==> config.mk <==
export PLATFORM = sky130hd
export DESIGN_NAME = mlc_drift_tester
export DESIGN_NICKNAME = d
export VERILOG_FILES = /design/src/rtl/mdt_pkg.sv /design/src/rtl/mdt_wait_timer.sv /design/src/rtl/mdt_code_check.sv /design/src/rtl/mdt_row_buffer.sv /design/src/rtl/mlc_drift_tester.sv
export SDC_FILE = /design/constraint.sdc
export NUM_CORES = 1
export LEC_CHECK = 0
export BUFFER_PORTS_ARGS = -buffer_cell sky130_fd_sc_hd__buf_2
export CAP_MARGIN = 20
export CORE_ASPECT_RATIO = 0.7
export CORE_MARGIN = 1
export CORE_UTILIZATION = 32
export CTS_CLUSTER_SIZE = 24
export DETAILED_ROUTE_END_ITERATION = 10
export GPL_TIMING_DRIVEN = 0
export PLACE_DENSITY = 0.64
export SYNTH_ARGS = -nofsm -noshare
export SYNTH_HDL_FRONTEND = slang
export SYNTH_HIERARCHICAL = 1
export SYNTH_SLANG_ARGS = --single-unit
==> constraint.sdc <==
create_clock -name clk_i -period 2.6 [get_ports clk_i]
set_input_delay 0.13 -clock clk_i [delete_from_list [all_inputs] [get_ports clk_i]]
set_output_delay 0.13 -clock clk_i [all_outputs]
set_load 0.05 [all_outputs]
==> src/rtl/mdt_pkg.sv <==
package mdt_pkg;
  typedef enum logic [2:0] {
    ST_IDLE,
    ST_FILL,
    ST_WAIT,
    ST_ACT,
    ST_READ,
    ST_COLLECT,
    ST_EMIT,
    ST_DONE
  } mdt_state_e;
endpackage

==> src/rtl/mdt_wait_timer.sv <==
module mdt_wait_timer #(
  parameter int WAIT_W = 32
) (
  input  logic              clk_i,
  input  logic              rst_ni,
  input  logic              load_i,
  input  logic [WAIT_W-1:0] load_val_i,
  input  logic              dec_i,
  output logic              zero_o,
  output logic              last_o
);
  logic [WAIT_W-1:0] cnt_q;

  always_ff @(posedge clk_i or negedge rst_ni) begin
    if (!rst_ni)                   cnt_q <= '0;
    else if (load_i)               cnt_q <= load_val_i;
    else if (dec_i && cnt_q != '0) cnt_q <= cnt_q - 1'b1;
  end

  assign zero_o = (cnt_q == '0);
  assign last_o = (cnt_q == WAIT_W'(1));
endmodule

==> src/rtl/mdt_code_check.sv <==
module mdt_code_check #(
  parameter int DIGITS = 5
) (
  input  logic [DIGITS-1:0] code_i,
  output logic [DIGITS-1:0] top_code_o,
  output logic              mismatch_o
);
  logic [DIGITS-1:0] miss;

  // thermometer top level: every digit set
  for (genvar i = 0; i < DIGITS; i++) begin : g_digit
    assign top_code_o[i] = 1'b1;
    assign miss[i]       = code_i[i] ^ top_code_o[i];
  end

  assign mismatch_o = |miss;
endmodule

==> src/rtl/mdt_row_buffer.sv <==
module mdt_row_buffer #(
  parameter int COLS  = 16,
  parameter int COL_W = 4
) (
  input  logic             clk_i,
  input  logic             rst_ni,
  input  logic             clr_i,
  input  logic             cap_i,
  input  logic             fail_i,
  output logic             full_o,
  input  logic             pop_i,
  output logic [COL_W-1:0] col_o,
  output logic             bit_o,
  output logic             last_o
);
  logic [COLS-1:0]  bits_q;
  logic [COL_W:0]   rx_q;
  logic [COL_W-1:0] tx_q;

  assign full_o = (rx_q == (COL_W+1)'(COLS));

  always_ff @(posedge clk_i or negedge rst_ni) begin
    if (!rst_ni) begin
      bits_q <= '0;
      rx_q   <= '0;
      tx_q   <= '0;
    end else if (clr_i) begin
      bits_q <= '0;
      rx_q   <= '0;
      tx_q   <= '0;
    end else begin
      if (cap_i && !full_o) begin
        bits_q[rx_q[COL_W-1:0]] <= fail_i;
        rx_q <= rx_q + 1'b1;
      end
      if (pop_i) tx_q <= tx_q + 1'b1;
    end
  end

  assign col_o  = tx_q;
  assign bit_o  = bits_q[tx_q];
  assign last_o = (tx_q == COL_W'(COLS-1));
endmodule

==> src/rtl/mlc_drift_tester.sv <==
module mlc_drift_tester
  import mdt_pkg::*;
#(
  parameter int ROWS   = 16,
  parameter int COLS   = 16,
  parameter int DIGITS = 5,
  parameter int WAIT_W = 32,
  localparam int ROW_W = (ROWS > 1) ? $clog2(ROWS) : 1,
  localparam int COL_W = (COLS > 1) ? $clog2(COLS) : 1
) (
  input  logic              clk_i,
  input  logic              rst_ni,
  input  logic              start_i,
  input  logic [WAIT_W-1:0] wait_cycles_i,
  output logic              done_o,
  output logic              any_fail_o,
  output logic              mem_act_o,
  output logic              mem_we_o,
  output logic              mem_re_o,
  output logic [ROW_W-1:0]  mem_row_o,
  output logic [COL_W-1:0]  mem_col_o,
  output logic [DIGITS-1:0] mem_wdata_o,
  input  logic              mem_rvalid_i,
  input  logic [DIGITS-1:0] mem_rdata_i,
  output logic              bm_valid_o,
  input  logic              bm_ready_i,
  output logic              bm_fail_o,
  output logic [ROW_W-1:0]  bm_row_o,
  output logic [COL_W-1:0]  bm_col_o
);
  mdt_state_e       state_q;
  logic [ROW_W-1:0] row_q;
  logic [COL_W-1:0] col_q;
  logic             fail_q;

  logic start_acc, row_last, col_last;
  logic tmr_zero, tmr_last;
  logic mismatch, cap, buf_full, buf_last, pop;
  logic [DIGITS-1:0] top_code;

  assign start_acc = start_i && (state_q == ST_IDLE || state_q == ST_DONE);
  assign row_last  = (row_q == ROW_W'(ROWS-1));
  assign col_last  = (col_q == COL_W'(COLS-1));
  assign cap       = mem_rvalid_i && (state_q == ST_READ || state_q == ST_COLLECT);
  assign pop       = bm_valid_o && bm_ready_i;

  mdt_wait_timer #(.WAIT_W(WAIT_W)) u_timer (
    .clk_i      (clk_i),
    .rst_ni     (rst_ni),
    .load_i     (start_acc),
    .load_val_i (wait_cycles_i),
    .dec_i      (state_q == ST_WAIT),
    .zero_o     (tmr_zero),
    .last_o     (tmr_last)
  );

  mdt_code_check #(.DIGITS(DIGITS)) u_check (
    .code_i     (mem_rdata_i),
    .top_code_o (top_code),
    .mismatch_o (mismatch)
  );

  mdt_row_buffer #(.COLS(COLS), .COL_W(COL_W)) u_rowbuf (
    .clk_i  (clk_i),
    .rst_ni (rst_ni),
    .clr_i  (state_q == ST_ACT),
    .cap_i  (cap),
    .fail_i (mismatch),
    .full_o (buf_full),
    .pop_i  (pop),
    .col_o  (bm_col_o),
    .bit_o  (bm_fail_o),
    .last_o (buf_last)
  );

  always_ff @(posedge clk_i or negedge rst_ni) begin
    if (!rst_ni) begin
      state_q <= ST_IDLE;
      row_q   <= '0;
      col_q   <= '0;
    end else begin
      unique case (state_q)
        ST_IDLE, ST_DONE: begin
          if (start_i) begin
            state_q <= ST_FILL;
            row_q   <= '0;
            col_q   <= '0;
          end
        end
        ST_FILL: begin
          if (col_last) begin
            col_q <= '0;
            if (row_last) begin
              row_q   <= '0;
              state_q <= tmr_zero ? ST_ACT : ST_WAIT;
            end else begin
              row_q <= row_q + 1'b1;
            end
          end else begin
            col_q <= col_q + 1'b1;
          end
        end
        ST_WAIT: if (tmr_last) state_q <= ST_ACT;
        ST_ACT: begin
          col_q   <= '0;
          state_q <= ST_READ;
        end
        ST_READ: begin
          if (col_last) begin
            col_q   <= '0;
            state_q <= ST_COLLECT;
          end else begin
            col_q <= col_q + 1'b1;
          end
        end
        ST_COLLECT: if (buf_full) state_q <= ST_EMIT;
        ST_EMIT: begin
          // next row opens only after the whole row bitmap is taken
          if (bm_ready_i && buf_last) begin
            if (row_last) begin
              state_q <= ST_DONE;
            end else begin
              row_q   <= row_q + 1'b1;
              state_q <= ST_ACT;
            end
          end
        end
        default: state_q <= ST_IDLE;
      endcase
    end
  end

  always_ff @(posedge clk_i or negedge rst_ni) begin
    if (!rst_ni)              fail_q <= 1'b0;
    else if (start_acc)       fail_q <= 1'b0;
    else if (cap && mismatch) fail_q <= 1'b1;
  end

  assign done_o      = (state_q == ST_DONE);
  assign any_fail_o  = fail_q;
  assign mem_act_o   = (state_q == ST_ACT);
  assign mem_we_o    = (state_q == ST_FILL);
  assign mem_re_o    = (state_q == ST_READ);
  assign mem_row_o   = row_q;
  assign mem_col_o   = col_q;
  assign mem_wdata_o = top_code;
  assign bm_valid_o  = (state_q == ST_EMIT);
  assign bm_row_o    = row_q;
endmodule

==> results of run 1 <==
[sequential cells by signal, indices dropped and copies added (netlist names)]
signal	flops
bm_row_o	4
mem_col_o	4
u_rowbuf/rx_q	5
u_timer/cnt_q	32
u_rowbuf/col_o	4
state_q	3
u_rowbuf/bits_q	16
any_fail_o	1
[final cells by class]
type,count,area (um2)
Buffer,37,196
Clock buffer,12,246
Clock inverter,3,46.3
Fill cell,1330,7790
Inverter,17,63.8
Multi-Input combinational cell,367,2550
Sequential cell,69,1730
Tap cell,185,231
Timing Repair Buffer,83,502
[kinds of logic after synthesis]
family	synth area share
AOI/OAI and AO/OA	0.171
buffers and inverters	0.0607
xor gates and xnor gates	0.0256
DFF	0.388
other	0.000842
adders and majority gates	0.0253
muxes	0.0652
and+or+nand+nor	0.264
[where the power goes]
| group | internal [mW] | switching [mW] |
|---|---|---|
| clock network | 0.766 | 0.473 |
| logic | 1.14 | 1.80 |
| registers | 1.54 | 0.485 |
| total | 3.44 | 2.76 |
[cells in the final DEF (no fill, tap or decap), types with 10 or more instances in the layout]
cell type,count
a31oi_1,15
o21ai_0,27
nor2_1,52
o211ai_1,10
clkbuf_1,12
mux2i_1,17
nand2_1,37
dfrtp_1,69
nand4b_1,11
nand4_1,17
a21oi_1,16
nand3_1,10
buf_4,23
buf_2,70
inv_1,15
or3_1,17
[how the worst max path moves through the flow]
| stage | startpoint | to | cells after the start | slack (ps) |
|---|---|---|---|---|
| finish | u_timer/cnt_q[17]$_DFFE_PN0P_ | u_timer/cnt_q[31]$_DFFE_PN0P_ | 5 | 70 |
| global route | u_timer/cnt_q[24]$_DFFE_PN0P_ | state_q[0]$_DFFE_PN0P_ | 8 | -5 |
| CTS | u_timer/cnt_q[16]$_DFFE_PN0P_ | state_q[0]$_DFFE_PN0P_ | 9 | 3 |
| detailed placement | state_q[2]$_DFFE_PN0P_ | u_timer/cnt_q[12]$_DFFE_PN0P_ | 6 | -350 |
| global placement | u_timer/cnt_q[24]$_DFFE_PN0P_ | state_q[0]$_DFFE_PN0P_ | 9 | -290 |
| floorplan | u_timer/cnt_q[17]$_DFFE_PN0P_ | state_q[0]$_DFFE_PN0P_ | 10 | -1 |
[through the flow]
step | cell area, um2 | TNS [ps]
global route | 5560 | -6.94
floorplan | 4490 | -0.988
detailed placement | 5070 | -6280
CTS | 5490 | 0
finish | 5560 | 0
global placement | 5040 | -2990
[critical path: stages (launching register included)]
cell and delay [ps]:
dfrtp_1 380, or4_4 580, or4_4 530, or4_4 490, or3_1 320, a31oi_1 160
[timing repair]
item	CTS	global route
hold buffers	5	0
endpoints found under the hold margin	73	0
resized for setup	14	20
gates cloned	0	0
pin swaps	6	11
setup endpoints to repair	31	49
setup buffers	7	7
[layer usage]
metal	part of all wire	vias to the layer above	track usage
li1	-	2004	-
met1	0.47	2052	0.247
met2	0.46	133	0.291
met3	0.056	22	0.0423
met4	0.017	0	0.0653
met5	0	-	0
==> impl_metrics.yaml, run 1 <==
status:
  outcome: "finished, final reports clean"
clock_network:
  clk_latency_ps: 340
  cts-root-buf: "clkbuf_16"
  clock_sinks: 69
  cts_max_path_buffers: 2
  cts-buffers-inserted: 9
  clkTransAtPathRegs_ps: 60
  h-tree-depth: 3
  cts_tree: "built"
power_and_ir_drop:
  p_total_mw: 6.20
  ir_worst_vdd_uv: 432
  leakage_nw: 2.43
  power.density_mw_per_mm2: 1120
finish:
  fin_util: 0.416
  finalNonFillerCells: 773
  diodes: 0
  drive_above_1_share: 0.267
  area_delta_synth_final_pct: 24.9
  nets: 635
worst_setup_path:
  critPathRequiredTime_ps: 2860
  crit_type: "register to register"
  r2r-start: "u_timer/cnt_q[17]$_DFFE_PN0P_"
  rrSetupSlack_ps: 70
  setup.worst_path.end_class: "register"
  startpoint_type: "register"
  critical_path_arrival_ps: 2790
  reg2reg_depth: 5
  path_max_fanout: 4
  r2r_end: "u_timer/cnt_q[31]$_DFFE_PN0P_"
flow_run:
  maxCapViolCount: 0
synthesis:
  yosysMostFrequentCell: "dfrtp_1"
  synth_common_cells: "69 x dfrtp_1, 53 x nor2_1, 37 x nand2_1"
  ys_ff_latch: 69
  synth_area_leaders: "dfrtp_1 39%, nor2_1 4.5%, mux2i_1 3.8%"
  async_flop_share: 1.00
  netlist_area_mm2: 0.00445
  postSynthCellCount: 490
  synth_top_area_cell: "dfrtp_1"
  post_synth.cell_area_avg_um2: 9.09
  ys.flop_type: "dfrtp_1"
  yosysUniqueCellTypes: 72
  ys_warn_count: 6
  seq_area_frac_synth: 0.388
  synth_top_cell_area_share: 0.388
  synth_edf_count: 0
place:
  hpwl_um: 8900
  place_ws_ps: -351
  numPortBuffers: 64
  placedCellCount: 744
  gp_congestion: 0.824
detailed_routing:
  drtIter0Drc: 318
  drt_pass1_iterations: 5
  via_per_inst: 5.45
  drc: 0
  wl_um: 12600
  vias: 4211
  final_antenna_net_count: 0
  wl_per_cell_um: 16.2
min_path:
  min-delay-start: "wait_cycles_i[16]"
  whs_path_depth: 3
  hold_class: "primary input to register"
  hold_end: "u_timer/cnt_q[16]$_DFFE_PN0P_"
floorplan:
  num_rows: 35
  die_h_um: 101
  start_util: 0.333
  core_area_mm2: 0.0134
  die_w_um: 143
  io_pins: 70
  die_area_mm2: 0.0144
global_route:
  grt_start_max_net_pins: 63
  antenna_found_initial: 0
  grt.total_usage: 0.184
  grt_pass1_wl_um: 20600
  grt_pass1_vias: 4161
  grt_overflow: 0
sta:
  timing.fmax_mhz: 395
  hold_viol: 0
  period_minus_slack_ps: 2530
  rsz0062_at_grt: "yes"
  min_period_over_period: 0.974
  hold_ws_ps: 11.0
  worst_slack_ps: 67.7
  final-max-slew-violation-count: 0
  fin_worst_skew_ps: 11.3
  relSlewSlack: 0.629
  worst_pin_slew_ps: 553
  setup_viol: 0
(Power assumes the default switching activity.)
==> inputs of run 2 (changes only) <==
Settings changed: BUFFER_PORTS_ARGS -buffer_cell sky130_fd_sc_hd__buf_2 to -buffer_cell sky130_fd_sc_hd__buf_4, PLACE_DENSITY 0.64 to 0.6.
==> run 2 against run 1 <==
  * The run now ends with negative setup slack left
  * Design area increased by 1.5%
  * Final cell count decreased by 0.78%
  * Fmax decreased by 4.7%
  * Combinational power increased by 1%
  * Global-route usage decreased by 0.18 points
  * Critical path type unchanged
  * Sequential power about the same
  * Clock power about the same
  * Die area unchanged
  * Highest routed layer unchanged
  * Register-to-register slack got worse by 120 ps
==> impl_metrics.yaml, run 2 (synthesized netlist as in run 1, its figures left out) <==
worst_setup_path:
  critPathRequiredTime_ps: 2860
  setup.worst_path.end_class: "register"
  crit_type: "register to register"
  path_max_fanout: 6
  startpoint_type: "register"
  critical_path_arrival_ps: 2920
sta:
  relSlewSlack: 0.397
  final-max-slew-violation-count: 0
  hold_viol: 0
  worst_pin_slew_ps: 905
  timing.fmax_mhz: 376
  rsz0062_at_grt: "yes"
  fin_worst_skew_ps: 6.14
  worst_slack_ps: -57.0
  setup_viol: 2
  period_minus_slack_ps: 2660
  min_period_over_period: 1.02
place:
  hpwl_um: 8760
  numPortBuffers: 64
  gp_congestion: 0.844
  placedCellCount: 743
  place_ws_ps: -300
floorplan:
  die_w_um: 143
  die_h_um: 101
  core_area_mm2: 0.0134
  start_util: 0.333
  die_area_mm2: 0.0144
  io_pins: 70
  num_rows: 35
power_and_ir_drop:
  power.density_mw_per_mm2: 1110
  ir_worst_vdd_uv: 386
  leakage_nw: 2.44
global_route:
  antenna_found_initial: 0
  grt_overflow: 0
  grt_pass1_vias: 3887
  grt_pass1_wl_um: 20400
  grt.total_usage: 0.183
  grt_start_max_net_pins: 70
clock_network:
  cts_max_path_buffers: 2
  clkTransAtPathRegs_ps: 60
  cts_tree: "built"
  h-tree-depth: 3
  cts-root-buf: "clkbuf_16"
  clk_latency_ps: 330
  clock_sinks: 69
  cts-buffers-inserted: 9
detailed_routing:
  via_per_inst: 5.38
  drt_pass1_iterations: 4
  final_antenna_net_count: 0
  drtIter0Drc: 355
  drc: 0
  wl_per_cell_um: 16.3
  vias: 4125
  wl_um: 12500
finish:
  drive_above_1_share: 0.256
  area_delta_synth_final_pct: 26.8
  final_cell_mix: "86 x buf_4, 69 x dfrtp_1, 52 x nor2_1"
  fillers: 1317
  layout_commonest_cell: "buf_4"
  diodes: 0
  largest_reg_flops: 32
  regMostFlops: "u_timer/cnt_q"
  nets: 630
  finalNonFillerCells: 767
  reg_top3: "u_timer/cnt_q x32, u_rowbuf/bits_q x16, u_rowbuf/rx_q x5"
min_path:
  hold_class: "primary input to register"
status:
  outcome: "finished, violations left"
  violations: "negative setup slack"
flow_run:
  maxCapViolCount: 0
==> run 2: final cells by class <==
type	count	area, um2	share of cell area
Clock inverter	1	30.0	0.00532
Multi-Input combinational cell	367	2520	0.447
Clock buffer	13	270	0.0479
Inverter	17	63.8	0.0113
Sequential cell	69	1730	0.306
Tap cell	185	231	0.0410
Buffer	37	209	0.0370
Timing Repair Buffer	78	591	0.105
==> run 2: per-layer routing <==
metal,GRT usage,wire [um],part of all wire
met4,0.0455,121,0.0097
met1,0.268,6230,0.50
met5,0,0,0
met2,0.268,5500,0.44
met3,0.0428,685,0.055
==> run 2: worst paths after layout <==
kind,endpoint,slack [ps],cells past startpoint,start
hold / removal,u_timer/cnt_q[30]$_DFFE_PN0P_,2,3,wait_cycles_i[30]
max in group asynchronous,u_timer/cnt_q[15]$_DFFE_PN0P_,1530,2,rst_ni
setup reg to reg,u_timer/cnt_q[31]$_DFFE_PN0P_,-60,5,u_timer/cnt_q[19]$_DFFE_PN0P_
setup / recovery,u_timer/cnt_q[31]$_DFFE_PN0P_,-60,5,u_timer/cnt_q[19]$_DFFE_PN0P_
hold reg to reg,any_fail_o$_DFFE_PN0P_,510,2,any_fail_o$_DFFE_PN0P_
min in group asynchronous,u_rowbuf/bits_q[4]$_DFFE_PN0P_,470,2,rst_ni
==> run 2: what timing repair did <==
action	CTS	global route
pin swaps	3	9
hold buffers	2	0
resized for setup	11	13
endpoints found under the setup margin	29	47
setup buffers	4	8
endpoints found under the hold margin	70	0
==> run 2: critical path, stage by stage, from the launching register on <==
cell     delay [ps]
dfrtp_1         390
or4_4           580
or4_4           530
or4_4           530
or3_1           390
a31oi_1         160
==> run 2: where the power goes <==
part	leakage, nW	switching (mW)	total, mW	internal (mW)
logic	1.45	1.77	2.98	1.21
clock network	0.148	0.448	1.26	0.811
registers	0.848	0.501	2.04	1.54
total	2.44	2.72	6.28	3.55
==> run 2: stage by stage <==
stage | utilization | TNS (ps) | power [mW] | hold WS [ps] | instance area (um2)
final | 0.423 | -76.3 | 6.28 | 2.16 | 5650
after global routing | 0.423 | -225 | 6.73 | 11.6 | 5650
after CTS | 0.417 | -101 | 6.22 | 0.427 | 5570
after detailed placement | 0.389 | -5240 | 4.90 | 315 | 5200
after global placement | 0.389 | -3690 | 4.81 | 327 | 5200
after floorplan | - | -0.988 | 4.08 | -166 | 4490
